<file path="src/rtl/tpll_pkg.sv">
package tpll_pkg;

  typedef enum logic [2:0] {
    ST_IDLE,
    ST_ADDR,
    ST_AACK,
    ST_WDAT,
    ST_WACK,
    ST_RDAT,
    ST_RACK,
    ST_SKIP
  } bus_state_t;

  typedef enum logic [1:0] {
    SL_ANY,
    SL_DIV_LO,
    SL_BAND
  } slot_t;

  localparam int BYTE_BITS = 8;

endpackage

</file>
<file path="src/rtl/tpll_line_sync.sv">
module tpll_line_sync #(
  parameter int STAGES = 2
) (
  input  logic clk,
  input  logic rst,
  input  logic scl_i,
  input  logic sda_i,
  output logic scl_rise,
  output logic scl_fall,
  output logic start_det,
  output logic stop_det,
  output logic sda_bit
);

  logic [STAGES-1:0] scl_ff;
  logic [STAGES-1:0] sda_ff;
  logic              scl_q;
  logic              sda_q;
  logic              scl_now;
  logic              sda_now;

  assign scl_now = scl_ff[STAGES-1];
  assign sda_now = sda_ff[STAGES-1];

  always_ff @(posedge clk) begin
    if (rst) begin
      scl_ff <= '1;
      sda_ff <= '1;
      scl_q  <= 1'b1;
      sda_q  <= 1'b1;
    end else begin
      scl_ff <= {scl_ff[STAGES-2:0], scl_i};
      sda_ff <= {sda_ff[STAGES-2:0], sda_i};
      scl_q  <= scl_now;
      sda_q  <= sda_now;
    end
  end

  assign scl_rise  = scl_now & ~scl_q;
  assign scl_fall  = ~scl_now & scl_q;
  assign start_det = scl_now & scl_q & sda_q & ~sda_now;
  assign stop_det  = scl_now & scl_q & ~sda_q & sda_now;
  assign sda_bit   = sda_now;

endmodule

</file>
<file path="src/rtl/tpll_bus_engine.sv">
module tpll_bus_engine
  import tpll_pkg::*;
(
  input  logic       clk,
  input  logic       rst,
  input  logic       scl_rise,
  input  logic       scl_fall,
  input  logic       start_det,
  input  logic       stop_det,
  input  logic       sda_bit,
  input  logic [6:0] dev_addr,
  input  logic [7:0] status_byte,
  output logic       sda_oe,
  output logic       wr_strobe,
  output logic [7:0] wr_byte,
  output logic       xfer_begin,
  output logic       status_sent
);

  localparam int CW = $clog2(BYTE_BITS + 1);
  localparam logic [CW-1:0] FULL = CW'(BYTE_BITS);

  bus_state_t    state;
  logic [CW-1:0] cnt;
  logic [7:0]    shreg;
  logic          mack;

  assign wr_byte = shreg;

  always_ff @(posedge clk) begin
    if (rst) begin
      state       <= ST_IDLE;
      cnt         <= '0;
      shreg       <= '0;
      mack        <= 1'b0;
      sda_oe      <= 1'b0;
      wr_strobe   <= 1'b0;
      xfer_begin  <= 1'b0;
      status_sent <= 1'b0;
    end else begin
      wr_strobe   <= 1'b0;
      xfer_begin  <= 1'b0;
      status_sent <= 1'b0;
      if (start_det) begin
        state      <= ST_ADDR;
        cnt        <= '0;
        sda_oe     <= 1'b0;
        xfer_begin <= 1'b1;
      end else if (stop_det) begin
        state  <= ST_IDLE;
        sda_oe <= 1'b0;
      end else begin
        case (state)
          ST_ADDR, ST_WDAT: begin
            if (scl_rise && cnt != FULL) begin
              shreg <= {shreg[6:0], sda_bit};
              cnt   <= cnt + 1'b1;
            end else if (scl_fall && cnt == FULL) begin
              if (state == ST_WDAT) begin
                state  <= ST_WACK;
                sda_oe <= 1'b1;
              end else if (shreg[7:1] == dev_addr) begin
                state  <= ST_AACK;
                sda_oe <= 1'b1;
              end else begin
                state <= ST_SKIP;
              end
            end
          end
          ST_AACK: begin
            if (scl_fall) begin
              cnt <= '0;
              if (shreg[0]) begin
                state  <= ST_RDAT;
                shreg  <= status_byte;
                sda_oe <= ~status_byte[7];
              end else begin
                state  <= ST_WDAT;
                sda_oe <= 1'b0;
              end
            end
          end
          ST_WACK: begin
            if (scl_fall) begin
              sda_oe    <= 1'b0;
              wr_strobe <= 1'b1;
              state     <= ST_WDAT;
              cnt       <= '0;
            end
          end
          ST_RDAT: begin
            if (scl_rise) begin
              cnt <= cnt + 1'b1;
            end else if (scl_fall && cnt == FULL) begin
              sda_oe      <= 1'b0;
              status_sent <= 1'b1;
              state       <= ST_RACK;
            end else if (scl_fall && cnt != '0) begin
              shreg  <= {shreg[6:0], 1'b1};
              sda_oe <= ~shreg[6];
            end
          end
          ST_RACK: begin
            if (scl_rise) begin
              mack <= ~sda_bit;
            end else if (scl_fall) begin
              if (mack) begin
                state  <= ST_RDAT;
                cnt    <= '0;
                shreg  <= status_byte;
                sda_oe <= ~status_byte[7];
              end else begin
                state <= ST_SKIP;
              end
            end
          end
          ST_IDLE, ST_SKIP: begin
            sda_oe <= 1'b0;
          end
          default: begin
            state  <= ST_IDLE;
            sda_oe <= 1'b0;
          end
        endcase
      end
    end
  end

endmodule

</file>
<file path="src/rtl/tpll_reg_bank.sv">
module tpll_reg_bank
  import tpll_pkg::*;
#(
  parameter int DIV_W = 15
) (
  input  logic             clk,
  input  logic             rst,
  input  logic             xfer_begin,
  input  logic             wr_strobe,
  input  logic [7:0]       wr_byte,
  output logic [DIV_W-1:0] div_ratio,
  output logic             cp_sel,
  output logic [1:0]       test_mode,
  output logic [2:0]       ref_sel,
  output logic             osc_off,
  output logic             port_p7,
  output logic             port_p5,
  output logic             port_p4,
  output logic             if_sel,
  output logic             band_on
);

  localparam int HI_W = DIV_W - BYTE_BITS;

  slot_t           slot;
  logic [HI_W-1:0] div_hi;

  always_ff @(posedge clk) begin
    if (rst) begin
      slot      <= SL_ANY;
      div_hi    <= '0;
      div_ratio <= '0;
      cp_sel    <= 1'b0;
      test_mode <= '0;
      ref_sel   <= '0;
      osc_off   <= 1'b0;
      port_p7   <= 1'b0;
      port_p5   <= 1'b0;
      port_p4   <= 1'b0;
      if_sel    <= 1'b0;
      band_on   <= 1'b0;
    end else if (xfer_begin) begin
      slot <= SL_ANY;
    end else if (wr_strobe) begin
      case (slot)
        SL_ANY: begin
          if (wr_byte[7]) begin
            cp_sel    <= wr_byte[6];
            test_mode <= wr_byte[5:4];
            ref_sel   <= wr_byte[3:1];
            osc_off   <= wr_byte[0];
            slot      <= SL_BAND;
          end else begin
            div_hi <= wr_byte[HI_W-1:0];
            slot   <= SL_DIV_LO;
          end
        end
        SL_DIV_LO: begin
          div_ratio <= {div_hi, wr_byte};
          slot      <= SL_ANY;
        end
        SL_BAND: begin
          port_p7 <= wr_byte[7];
          if_sel  <= wr_byte[6];
          port_p5 <= wr_byte[5];
          port_p4 <= wr_byte[4];
          band_on <= wr_byte[0];
          slot    <= SL_ANY;
        end
        default: slot <= SL_ANY;
      endcase
    end
  end

endmodule

</file>
<file path="src/rtl/tpll_por_flag.sv">
module tpll_por_flag (
  input  logic clk,
  input  logic rst,
  input  logic supply_ok,
  input  logic status_sent,
  output logic por
);

  always_ff @(posedge clk) begin
    if (rst)              por <= 1'b1;
    else if (!supply_ok)  por <= 1'b1;
    else if (status_sent) por <= 1'b0;
  end

endmodule

</file>
<file path="src/rtl/tuner_ctl_slave.sv">
module tuner_ctl_slave #(
  parameter int         SYNC_STAGES = 2,
  parameter int         DIV_W       = 15,
  parameter logic [4:0] ADDR_PREFIX = 5'b11000
) (
  input  logic             clk,
  input  logic             rst,
  input  logic             scl_i,
  input  logic             sda_i,
  output logic             sda_oe,
  input  logic [1:0]       addr_pins,
  input  logic             lock_i,
  input  logic [2:0]       cmp_i,
  input  logic             supply_ok_i,
  output logic [DIV_W-1:0] div_ratio,
  output logic             cp_sel,
  output logic [1:0]       test_mode,
  output logic [2:0]       ref_sel,
  output logic             osc_off,
  output logic             port_p7,
  output logic             port_p5,
  output logic             port_p4,
  output logic             if_sel,
  output logic             band_on
);

  logic       scl_rise;
  logic       scl_fall;
  logic       start_det;
  logic       stop_det;
  logic       sda_bit;
  logic       wr_strobe;
  logic [7:0] wr_byte;
  logic       xfer_begin;
  logic       status_sent;
  logic       por_flag;
  logic [6:0] dev_addr;
  logic [7:0] status_byte;

  assign dev_addr    = {ADDR_PREFIX, addr_pins};
  assign status_byte = {por_flag, lock_i, cmp_i, 3'b111};

  tpll_line_sync #(.STAGES(SYNC_STAGES)) u_sync (
    .clk       (clk),
    .rst       (rst),
    .scl_i     (scl_i),
    .sda_i     (sda_i),
    .scl_rise  (scl_rise),
    .scl_fall  (scl_fall),
    .start_det (start_det),
    .stop_det  (stop_det),
    .sda_bit   (sda_bit)
  );

  tpll_bus_engine u_eng (
    .clk         (clk),
    .rst         (rst),
    .scl_rise    (scl_rise),
    .scl_fall    (scl_fall),
    .start_det   (start_det),
    .stop_det    (stop_det),
    .sda_bit     (sda_bit),
    .dev_addr    (dev_addr),
    .status_byte (status_byte),
    .sda_oe      (sda_oe),
    .wr_strobe   (wr_strobe),
    .wr_byte     (wr_byte),
    .xfer_begin  (xfer_begin),
    .status_sent (status_sent)
  );

  tpll_reg_bank #(.DIV_W(DIV_W)) u_regs (
    .clk        (clk),
    .rst        (rst),
    .xfer_begin (xfer_begin),
    .wr_strobe  (wr_strobe),
    .wr_byte    (wr_byte),
    .div_ratio  (div_ratio),
    .cp_sel     (cp_sel),
    .test_mode  (test_mode),
    .ref_sel    (ref_sel),
    .osc_off    (osc_off),
    .port_p7    (port_p7),
    .port_p5    (port_p5),
    .port_p4    (port_p4),
    .if_sel     (if_sel),
    .band_on    (band_on)
  );

  tpll_por_flag u_por (
    .clk         (clk),
    .rst         (rst),
    .supply_ok   (supply_ok_i),
    .status_sent (status_sent),
    .por         (por_flag)
  );

endmodule

</file>
<file path="config.mk">
export PLATFORM = sky130hd
export DESIGN_NAME = tuner_ctl_slave
export DESIGN_NICKNAME = d
export VERILOG_FILES = /design/src/rtl/tpll_pkg.sv /design/src/rtl/tpll_line_sync.sv /design/src/rtl/tpll_bus_engine.sv /design/src/rtl/tpll_reg_bank.sv /design/src/rtl/tpll_por_flag.sv /design/src/rtl/tuner_ctl_slave.sv
export SDC_FILE = /design/constraint.sdc
export NUM_CORES = 1
export LEC_CHECK = 0
export ABC_AREA = 1
export BUFFER_PORTS_ARGS = -buffer_cell sky130_fd_sc_hd__buf_2
export CORE_UTILIZATION = 38
export CTS_CLUSTER_DIAMETER = 40
export DETAILED_ROUTE_END_ITERATION = 7
export HOLD_SLACK_MARGIN = 0.08
export PLACE_DENSITY_LB_ADDON = 0.08
export SLEW_MARGIN = 20
export SYNTH_ARGS = -nofsm -noshare
export SYNTH_HDL_FRONTEND = slang
export SYNTH_HIERARCHICAL = 1
export SYNTH_SLANG_ARGS = --single-unit
</file>
<file path="constraint.sdc">
create_clock -name clk -period 1.99 [get_ports clk]
set_input_delay 0 -clock clk [delete_from_list [all_inputs] [get_ports clk]]
set_output_delay 0 -clock clk [all_outputs]
set_load 0.05 [all_outputs]
</file>
==> out/metrics.yaml <==
final_layout:
  synthToLayoutAreaGrowth_pct: 20.0
  fin_nets: 557
  diodes: 0
  final_area_mm2: 0.00381
  drive_above_1_share_pct: 17.9
  final_cells: 651
clock_tree:
  clkLatencyLatePin_ns: 0.34
  cts.reportedPaths.clkPinSlew_ns: 0.07
  cts_tree: "built"
  cts_max_level: 3
  clock-root-buffer: "clkbuf_8"
  cts_max_path_buffers: 2
  post_cts_buffers: 0
  cts_buffers: 9
  cts.sinks: 63
worst_setup_path:
  crit_arrival_ns: 2.05
  worstPathRequired_ns: 2.26
  critPathCaptureType: "register"
  critical_path_class: "register to register"
  reg2reg_slack_ns: 0.21
  crit_path_start_kind: "register"
  path_max_fanout: 6
timing:
  finalCritPeriodShare_pct: 89.5
  maxSlewViolCount: 0
  period_minus_slack_ns: 1.78
  rsz0062_at_grt: "false"
  tightest_slew_ns: 0.511
  finalSetupTns_ns: 0
  hold_viol: 0
  setup_violations: 0
  max_freq_mhz: 561
  clock_skew_ns: 0.00767
  slew_headroom_pct: 65.9
logic_synthesis:
  synth_seq_area_share_pct: 39.7
  ys_types: 34
  ys_ff_latch: 63
  syn_area_mm2: 0.00318
  synth_top_cell_area_share_pct: 39.7
  synth_warnings: 6
  avgSynthCellArea_um2: 6.60
  synth_top_area_cell: "dfxtp_1"
  ys_top_cells_by_area: "dfxtp_1, nand2_1, nor2_1"
  syn_inst: 482
detailed_routing:
  wl_per_cell_um: 11.5
  drt_first_pass_iters: 5
  num_vias: 2982
  ant_nets: 0
  drt_wl_total_um: 7480
  route.detailed.drc: 0
  viasPerCell: 4.58
  dr.first_iter.drc_count: 103
floorplan:
  core_area_mm2: 0.00793
  die_x_um: 93.5
  die_h_um: 93.5
  initial_core_util_pct: 40.1
  dieArea_mm2: 0.00874
  io_pins: 39
  num_rows: 32
power_and_ir_drop:
  leakagePower_uw: 0.00183
  finalPower_uw: 4230
  irDropWorstVdd_v: 0.000495
  p_per_area_mw_per_mm2: 1110
placement:
  placed_cells: 628
  post-dp-hpwl_um: 5540
  port_buffers: 38
  gp_congestion: 0.870
  post_dp_cell_area_mm2: 0.00353
global_route:
  grt_max_degree: 35
  grt_pass1_wl_um: 13100
  grt_pass1_vias: 2789
  gr-total-overflow: 0
  antenna_found_initial: 0
  grt.total_usage_pct: 19.2
job:
  drv_cap: 0
status:
  run_status: "complete, no violations"
worst_hold_path:
  min_path_type: "input port to register"
[synthesized netlist by cell type]
| cell type | n |
|---|---|
| a21oi_1 | 13 |
| a22o_1 | 3 |
| and2_1 | 1 |
| buf_1 | 1 |
| buf_2 | 3 |
| buf_4 | 4 |
| buf_6 | 1 |
| clkbuf_1 | 2 |
| clkinv_1 | 4 |
| conb_1 | 2 |
| dfxtp_1 | 63 |
| ha_1 | 2 |
| inv_1 | 55 |
| inv_2 | 6 |
| nand2_1 | 133 |
| nand2_2 | 2 |
| nand3_1 | 14 |
| nand3_2 | 1 |
| nand3b_1 | 7 |
| nand4_1 | 20 |
| nor2_1 | 90 |
| nor2_2 | 22 |
| nor2_4 | 2 |
| nor3_1 | 3 |
| nor3_2 | 1 |
| nor4_1 | 1 |
| nor4_4 | 1 |
| o21a_1 | 1 |
| o21ai_0 | 9 |
| o21ai_1 | 4 |
| o22ai_1 | 1 |
| or2_1 | 4 |
| xnor2_1 | 4 |
| xor2_1 | 2 |
[power breakdown]
part	internal, uW	switching [uW]	total, uW
logic	538	916	1450
registers	1390	184	1570
clock network	701	507	1210
[routing by layer]
metal  global-route usage [%]  up-vias  part of all wire (%)
li1                         -     1601                     -
met1                     25.4     1317                    50
met2                     30.9       59                    45
met3                     5.77        5                   4.2
met4                     4.23        0                  0.91
met5                        0        -                     0
[metrics by stage]
stage	hold WS [ns]	setup slack (ns)	util [%]
final	0.113	0.208	48.1
after global routing	0.121	0.0157	48.1
after CTS	0.0979	0.193	48.1
after detailed placement	0.183	0.212	44.5
after global placement	0.175	0.223	44.5
after floorplan	0.0714	0.384	-
[critical path, cell delays in order, from the launching register on]
cell	delay, ns
dfxtp_1	0.50
nand3_1	0.20
nor2_1	0.32
inv_1	0.17
nand2_1	0.10
nor2_1	0.08
nand2_1	0.13
nand2_1	0.07
a21oi_1	0.14
[what timing repair did]
action / CTS / global route
hold buffers: 7 / 0
endpoints found under the hold margin: 8 / 0
resized for setup: 0 / 0
[sequential cells by signal (all words and copies together) (netlist names), 3 cells and up]
register	cells
u_regs/div_ratio	15
u_eng/wr_byte	8
u_regs/div_hi	7
u_eng/cnt	4
u_eng/state	3
u_regs/ref_sel	3
[cell type report]
cell class	count	area, um2
clock buffer	10	128
clock inverter	6	85.1
fill	837	4110
inverter	65	244
multi-input combinational	350	1630
sequential	63	1260
tap	102	128
timing repair buffer	55	335
[placed cells by master, fill, tap and decap left out, types with 10 or more instances in the layout]
cell and count:
nand3_1 14, inv_1 55, nand4_1 20, nor2_2 22, buf_4 10, nor2_1 90
buf_2 38, a21oi_1 13, nand2_1 133, dfxtp_1 63
[path summary, 6_finish.rpt]
kind	end	start	depth (start not counted)
setup / recovery	u_eng/cnt[0]	u_eng/state[2]	8
hold / removal	u_eng/wr_byte[3]	cmp_i[0]	6
setup reg to reg	u_eng/cnt[0]	u_eng/state[2]	8
hold reg to reg	u_sync/sda_ff[1]	u_sync/sda_ff[0]	1
[logic make-up (layout without fill, tap and decap cells)]
logic type                 count (synthesis)  in the layout  share of synthesized area (%)
adders and majority gates                  2              2                          0.787
buffers and inverters                     76            136                           9.80
and+or+nand+nor                          302            302                           42.5
xor gates and xnor gates                   6              6                           1.65
DFF                                       63             63                           39.7
AOI/OAI and AO/OA                         31             31                           5.35
other                                      2              9                          0.236
No activity file was read; power rests on OpenSTA's default activity.
